--- src/rtl/codec_slot_pkg.sv ---
package codec_slot_pkg;
  // which kind of slot the shifter is currently serving
  typedef enum logic {
    SLOT_NORM = 1'b0,
    SLOT_CTRL = 1'b1
  } slot_kind_e;
endpackage

--- src/rtl/codec_edge_sync.sv ---
module codec_edge_sync #(
  parameter int SYNC_STAGES = 2
) (
  input  logic clk,
  input  logic rst,
  input  logic bclk_raw,
  input  logic fs_raw,
  input  logic sd_raw,
  output logic bclk_rise,
  output logic bclk_fall,
  output logic fs_s,
  output logic sd_s
);
  // bit 0 clock, bit 1 sync, bit 2 data: all three share one delay
  logic [2:0] pipe [SYNC_STAGES];
  logic       bclk_prev;

  for (genvar g = 0; g < SYNC_STAGES; g++) begin : g_stage
    if (g == 0) begin : g_first
      always_ff @(posedge clk) begin
        if (rst) pipe[0] <= '0;
        else     pipe[0] <= {sd_raw, fs_raw, bclk_raw};
      end
    end else begin : g_next
      always_ff @(posedge clk) begin
        if (rst) pipe[g] <= '0;
        else     pipe[g] <= pipe[g-1];
      end
    end
  end

  always_ff @(posedge clk) begin
    if (rst) bclk_prev <= 1'b0;
    else     bclk_prev <= pipe[SYNC_STAGES-1][0];
  end

  assign bclk_rise = pipe[SYNC_STAGES-1][0] & ~bclk_prev;
  assign bclk_fall = ~pipe[SYNC_STAGES-1][0] & bclk_prev;
  assign fs_s      = pipe[SYNC_STAGES-1][1];
  assign sd_s      = pipe[SYNC_STAGES-1][2];
endmodule

--- src/rtl/codec_slot_shifter.sv ---
module codec_slot_shifter #(
  parameter int W = 16
) (
  input  logic         clk,
  input  logic         rst,
  input  logic         rise,
  input  logic         fall,
  input  logic         load,
  input  logic [W-1:0] load_word,
  input  logic         sd_in,
  output logic         sd_out,
  output logic         done,
  output logic [W-1:0] rx_out
);
  localparam int CNT_W = $clog2(W);
  localparam logic [CNT_W-1:0] LAST_BIT = CNT_W'(W - 1);

  logic             busy;
  logic [W-1:0]     tx_sh;
  logic [W-1:0]     rx_sh;
  logic [CNT_W-1:0] cnt;

  always_ff @(posedge clk) begin
    if (rst) begin
      busy   <= 1'b0;
      tx_sh  <= '0;
      rx_sh  <= '0;
      cnt    <= '0;
      sd_out <= 1'b0;
      done   <= 1'b0;
      rx_out <= '0;
    end else begin
      done <= 1'b0;
      if (load) begin
        busy  <= 1'b1;
        tx_sh <= load_word;
        cnt   <= '0;
      end else if (rise && busy) begin
        rx_sh <= {rx_sh[W-2:0], sd_in};
        cnt   <= cnt + 1'b1;
        if (cnt == LAST_BIT) begin
          busy   <= 1'b0;
          done   <= 1'b1;
          rx_out <= {rx_sh[W-2:0], sd_in};
        end
      end
      // falls never coincide with a load (load happens on a rise)
      if (fall) begin
        if (busy) begin
          sd_out <= tx_sh[W-1];
          tx_sh  <= {tx_sh[W-2:0], 1'b0};
        end else begin
          sd_out <= 1'b0;
        end
      end
    end
  end
endmodule

--- src/rtl/codec_slot_port.sv ---
module codec_slot_port
  import codec_slot_pkg::*;
#(
  parameter int W           = 16,
  parameter int FRAME_LEN   = 128,
  parameter int SYNC_STAGES = 2
) (
  input  logic         clk,
  input  logic         rst,
  input  logic         bclk_in,
  input  logic         fsync_in,
  input  logic         sdi,
  output logic         sdo,
  input  logic [W-1:0] tx_word,
  input  logic         ctl_wr,
  input  logic [W-1:0] ctl_wdata,
  output logic [W-1:0] rx_word,
  output logic         rx_valid,
  output logic [W-1:0] ctl_rdata,
  output logic         ctl_done,
  output logic         ctl_pend,
  output logic         sync_err
);
  localparam int POS_W = $clog2(FRAME_LEN);
  localparam logic [POS_W-1:0] LAST_POS = POS_W'(FRAME_LEN - 1);
  localparam logic [POS_W-1:0] HALF_POS = POS_W'(FRAME_LEN / 2 - 1);

  logic rise, fall, fs_s, sd_s;

  codec_edge_sync #(.SYNC_STAGES(SYNC_STAGES)) u_sync (
    .clk       (clk),
    .rst       (rst),
    .bclk_raw  (bclk_in),
    .fs_raw    (fsync_in),
    .sd_raw    (sdi),
    .bclk_rise (rise),
    .bclk_fall (fall),
    .fs_s      (fs_s),
    .sd_s      (sd_s)
  );

  logic             locked;
  logic             req_sent;
  logic             pend_q;
  logic             active;
  logic [POS_W-1:0] pos;
  logic [W-1:0]     ctl_q;
  slot_kind_e       kind;

  logic         exp_norm, exp_sec, req;
  logic         ld;
  logic [W-1:0] ld_word;
  logic         sh_done;
  logic [W-1:0] sh_rx;

  assign exp_norm = !locked || (pos == LAST_POS);
  assign exp_sec  = locked && (pos == HALF_POS) && req_sent;
  assign req      = pend_q | ctl_wr;

  always_comb begin
    ld      = 1'b0;
    ld_word = '0;
    if (rise && fs_s) begin
      if (exp_norm) begin
        ld      = 1'b1;
        ld_word = {tx_word[W-1:1], req};
      end else if (exp_sec) begin
        ld      = 1'b1;
        ld_word = ctl_q;
      end
    end
  end

  codec_slot_shifter #(.W(W)) u_shift (
    .clk       (clk),
    .rst       (rst),
    .rise      (rise),
    .fall      (fall),
    .load      (ld),
    .load_word (ld_word),
    .sd_in     (sd_s),
    .sd_out    (sdo),
    .done      (sh_done),
    .rx_out    (sh_rx)
  );

  always_ff @(posedge clk) begin
    if (rst) begin
      locked    <= 1'b0;
      req_sent  <= 1'b0;
      pend_q    <= 1'b0;
      active    <= 1'b0;
      pos       <= '0;
      ctl_q     <= '0;
      kind      <= SLOT_NORM;
      rx_word   <= '0;
      rx_valid  <= 1'b0;
      ctl_rdata <= '0;
      ctl_done  <= 1'b0;
      sync_err  <= 1'b0;
    end else begin
      rx_valid <= 1'b0;
      ctl_done <= 1'b0;
      sync_err <= 1'b0;
      if (ctl_wr) begin
        ctl_q  <= ctl_wdata;
        pend_q <= 1'b1;
      end
      if (rise) begin
        if (fs_s && exp_norm) begin
          pos      <= '0;
          locked   <= 1'b1;
          req_sent <= req;
          kind     <= SLOT_NORM;
        end else if (fs_s && exp_sec) begin
          pos      <= pos + 1'b1;
          req_sent <= 1'b0;
          kind     <= SLOT_CTRL;
          active   <= 1'b1;
          pend_q   <= ctl_wr;   // queued word consumed; a same-cycle write stays queued
        end else if (locked && pos == LAST_POS) begin
          sync_err <= 1'b1;     // expected sync missing
          locked   <= 1'b0;
          pos      <= '0;
        end else begin
          if (fs_s)   sync_err <= 1'b1;
          if (locked) pos <= pos + 1'b1;
        end
      end
      if (sh_done) begin
        if (kind == SLOT_CTRL) begin
          ctl_rdata <= sh_rx;
          ctl_done  <= 1'b1;
          active    <= 1'b0;
        end else begin
          rx_word  <= sh_rx;
          rx_valid <= 1'b1;
        end
      end
    end
  end

  assign ctl_pend = pend_q | active;
endmodule

--- config.mk ---
export PLATFORM = sky130hd
export DESIGN_NAME = codec_slot_port
export DESIGN_NICKNAME = d
export VERILOG_FILES = /design/src/rtl/codec_slot_pkg.sv /design/src/rtl/codec_edge_sync.sv /design/src/rtl/codec_slot_shifter.sv /design/src/rtl/codec_slot_port.sv
export SDC_FILE = /design/constraint.sdc
export NUM_CORES = 1
export LEC_CHECK = 0
export BUFFER_PORTS_ARGS = -buffer_cell sky130_fd_sc_hd__buf_2
export CAP_MARGIN = 20
export CORE_UTILIZATION = 56
export CTS_CLUSTER_SIZE = 10
export DETAILED_ROUTE_END_ITERATION = 16
export GPL_TIMING_DRIVEN = 0
export PLACE_DENSITY_LB_ADDON = 0.25
export SYNTH_ARGS = -nofsm -noshare
export SYNTH_HDL_FRONTEND = slang
export SYNTH_SLANG_ARGS = --single-unit
export TNS_END_PERCENT = 20
--- constraint.sdc ---
create_clock -name clk -period 2.3 [get_ports clk]
set_input_delay 0.46 -clock clk [delete_from_list [all_inputs] [get_ports clk]]
set_output_delay 0.46 -clock clk [all_outputs]
set_load 0.01 [all_outputs]
==> metrics.cfg <==
[run_status]
status = finished clean

[route]
vias = 3967
routedWlPerCell_um = 16.04
via_per_inst = 5.541
routed_wl_um = 11490
drt_pre_antenna_iters = 5
first_iter_violations = 168
drc = 0
ant_nets = 0

[global_routing]
grt_max_degree = 17
antenna_found_initial = 0
grt_use_total_pct = 26.85
grt_pass1_wl_um = 18280
grt_pass1_vias = 3767
grt.overflow.total = 0

[hold_path]
min_from = fsync_in
min_path_type = input port to flip-flop

[yosys]
synthAdderAreaFrac_pct = 0.5099
async_flop_share_pct = 0
postSynthCellCount = 501
synth_top_family_by_area = simple AND/OR/NAND/NOR gates
ys_ff_latch = 124
synthXorXnorAreaFrac_pct = 1.428
synth_edf_count = 0
yosysSeqAreaShare_pct = 50.59
syn_avg_cell_area_sq_um = 9.795
synthSimpleGateAreaFrac_pct = 18.87
synth_top_flop_cell = dfxtp_1
yosysUniqueCellTypes = 42
synth_area_sq_mm = 0.004907
synthMuxAreaShare_pct = 12.85
synth_nets = 541
synth-compound-area-share_pct = 12.42
synth_warnings = 0

[floorplan]
ioPinCount = 75
core_area_sq_mm = 0.008341
dieHeight_um = 95.61
die-width_um = 95.61
dieArea_sq_mm = 0.009141
initial_utilization_pct = 58.84
num_rows = 33

[setup_path]
critPathMaxFanout = 10
r2r_start = pos[0]
crit_arrival_ns = 2.64
r2r_slack_ns = 0.1
critPathCaptureType = flip-flop
worstSetupPathType = flip-flop to flip-flop
crit_path_start_kind = flip-flop
setup.worst_path.start = pos[0]
required_ns = 2.74

[sta]
max_clock_freq_mhz = 453.7
final_hold_viol_count = 0
setup_viol = 0
final_max_slew_viol_count = 0
slew_headroom_pct = 50.41
period_share_pct = 95.82
worst_pin_slew_ns = 0.7439
postLayoutSetupSlackWorst_ns = 0.09607
finalCriticalPeriod_ns = 2.204
fin_skew_ns = 0.008857

[run]
cap_violations = 0

[pwr]
p_leak_nw = 2.495
power_density_mw_per_mm2 = 837.4
ir_drop_v = 0.0004773

[clocking]
cts_buffers = 17
cts_tree = yes
clock_latency_ns = 0.52
cts-root-buf = clkbuf_8
hold_buffers = 0
cts.sinks = 124
cts-htree-levels = 4
cts.reportedPaths.clkPinSlew_ns = 0.06
clock_path_buffers = 2

[cells_and_area]
stdcell_count = 716
fillers = 603
syn2layout_area_growth_pct = 24.07
final_layout_size_suffix_gt1_share_pct = 21.77
n_antenna_cell = 0
fin_nets = 639

[placed_design]
dpl.hpwl_um = 7462
placedCellCount = 678
numPortBuffers = 72
gp_congestion = 0.8066
place_ws_ns = -0.2060

[registers in the layout (all words and copies together) (netlist names)]
name / cells
ctl_q: 16
ctl_rdata: 16
rx_word: 16
u_shift.rx_out: 16
u_shift.tx_sh: 16
u_shift.rx_sh: 15
pos: 7
u_sync.pipe: 6
u_shift.cnt: 4
active: 1
ctl_done: 1
kind: 1
locked: 1
pend_q: 1
req_sent: 1
rx_valid: 1
sync_err: 1
u_shift.busy: 1
u_shift.done: 1
u_shift.sd_out: 1
u_sync.bclk_prev: 1
[stage by stage]
| step | power (W) | setup TNS (ns) | area [sq um] | hold WS, ns | util [%] |
|---|---|---|---|---|---|
| global route | 0.005216 | -0.008835 | 6088 | 0.1537 | 73.00 |
| global placement | 0.002395 | -1.285 | 5399 | 0.4263 | 64.73 |
| floorplan | 0.002334 | 0 | 4907 | 0.4138 | - |
| CTS | 0.005099 | 0 | 6006 | 0.1516 | 72.01 |
| detailed placement | 0.002401 | -1.499 | 5399 | 0.4247 | 64.73 |
| finish | 0.005098 | 0 | 6088 | 0.1586 | 73.00 |
[Yosys cell counts (2+ instances only)]
master | instances | area share, %
a211oi_1 | 2 | 0.31
a21boi_0 | 2 | 0.31
a21oi_1 | 26 | 2.7
a22o_1 | 16 | 2.9
buf_1 | 2 | 0.15
buf_2 | 5 | 0.51
clkbuf_1 | 25 | 1.9
dfxtp_1 | 124 | 51
ha_1 | 2 | 0.51
inv_1 | 7 | 0.54
mux2i_1 | 63 | 13
nand2_1 | 68 | 5.2
nand2b_1 | 35 | 4.5
nand3_1 | 4 | 0.41
nand3b_1 | 4 | 0.61
nand4b_1 | 2 | 0.36
nor2_1 | 32 | 2.4
nor2b_1 | 22 | 2.8
nor3_1 | 9 | 0.92
nor3b_1 | 3 | 0.46
o21ai_0 | 6 | 0.61
o221ai_1 | 5 | 0.89
o221ai_2 | 10 | 3.1
o31a_1 | 2 | 0.36
o31ai_1 | 2 | 0.31
xnor2_1 | 6 | 1.1
xor2_1 | 2 | 0.36
[cell type report]
type	instances	area, sq um	share of cell area (%)
Clock buffer	20	435.4	7.152
Tap cell	105	131.4	2.158
Inverter	7	26.28	0.4316
Timing Repair Buffer	79	425.4	6.987
Buffer	33	137.6	2.261
Sequential cell	124	2485	40.81
Clock inverter	11	167.7	2.754
Multi-Input combinational cell	337	2280	37.44
[path summary, 6_finish.rpt]
| path | cells past startpoint | endpoint |
|---|---|---|
| worst max-delay path | 7 | u_shift.tx_sh[8] |
| worst min-delay path | 2 | u_sync.pipe[0][1] |
| worst max register to register | 7 | u_shift.tx_sh[8] |
| worst min register to register | 1 | u_sync.pipe[1][1] |
[worst max-delay path, cell delays in order, from the launching register on]
cell and delay, ns:
dfxtp_2 0.35, ha_2 0.20, nand3_4 0.14, o31a_1 0.39, or4_1 0.51, buf_2 0.18
buf_6 0.17, o221ai_2 0.18
[cell families (layout without fill, tap and decap cells)]
| group | Yosys count | after routing |
|---|---|---|
| buffers and inverters | 40 | 150 |
| adder cells (fa/ha/maj) | 2 | 2 |
| AO/OA/AOI/OAI | 78 | 78 |
| multiplexers | 63 | 63 |
| XOR/XNOR | 8 | 8 |
| AND/OR/NAND/NOR | 186 | 186 |
| flip-flops | 124 | 124 |
[timing repair]
item | CTS | global route
endpoints found under the hold margin | 0 | 0
setup endpoints to repair | 9 | 24
resized for setup | 1 | 5
setup buffers | 0 | 7
pin swaps | 1 | 2
[per-layer routing]
layer / wire length [um] / GRT usage (%) / part of all wire (%)
met1: 5104 / 32.60 / 44
met2: 5589 / 46.01 / 49
met3: 574 / 5.981 / 5.0
met4: 218 / 10.57 / 1.9
met5: 0 / 0 / 0
[power breakdown]
group	internal (W)	switching, W	leakage [nW]
clock network	0.00178	0.000959	0.291
logic	0.0000741	0.0000971	1.20
registers	0.00218	0.0000125	1.00
[placed cells by master, fill, tap and decap left out, drive strengths merged, types with 16 or more instances in the layout]
master / synthesis / layout
nand2b: 35 / 35
dfxtp: 124 / 124
mux2i: 63 / 63
clkbuf: 25 / 45
a21oi: 26 / 26
buf: 8 / 87
nor2b: 22 / 22
nand2: 68 / 68
nor2: 33 / 33
a22o: 16 / 16
Power figures use the tool's default switching activity.
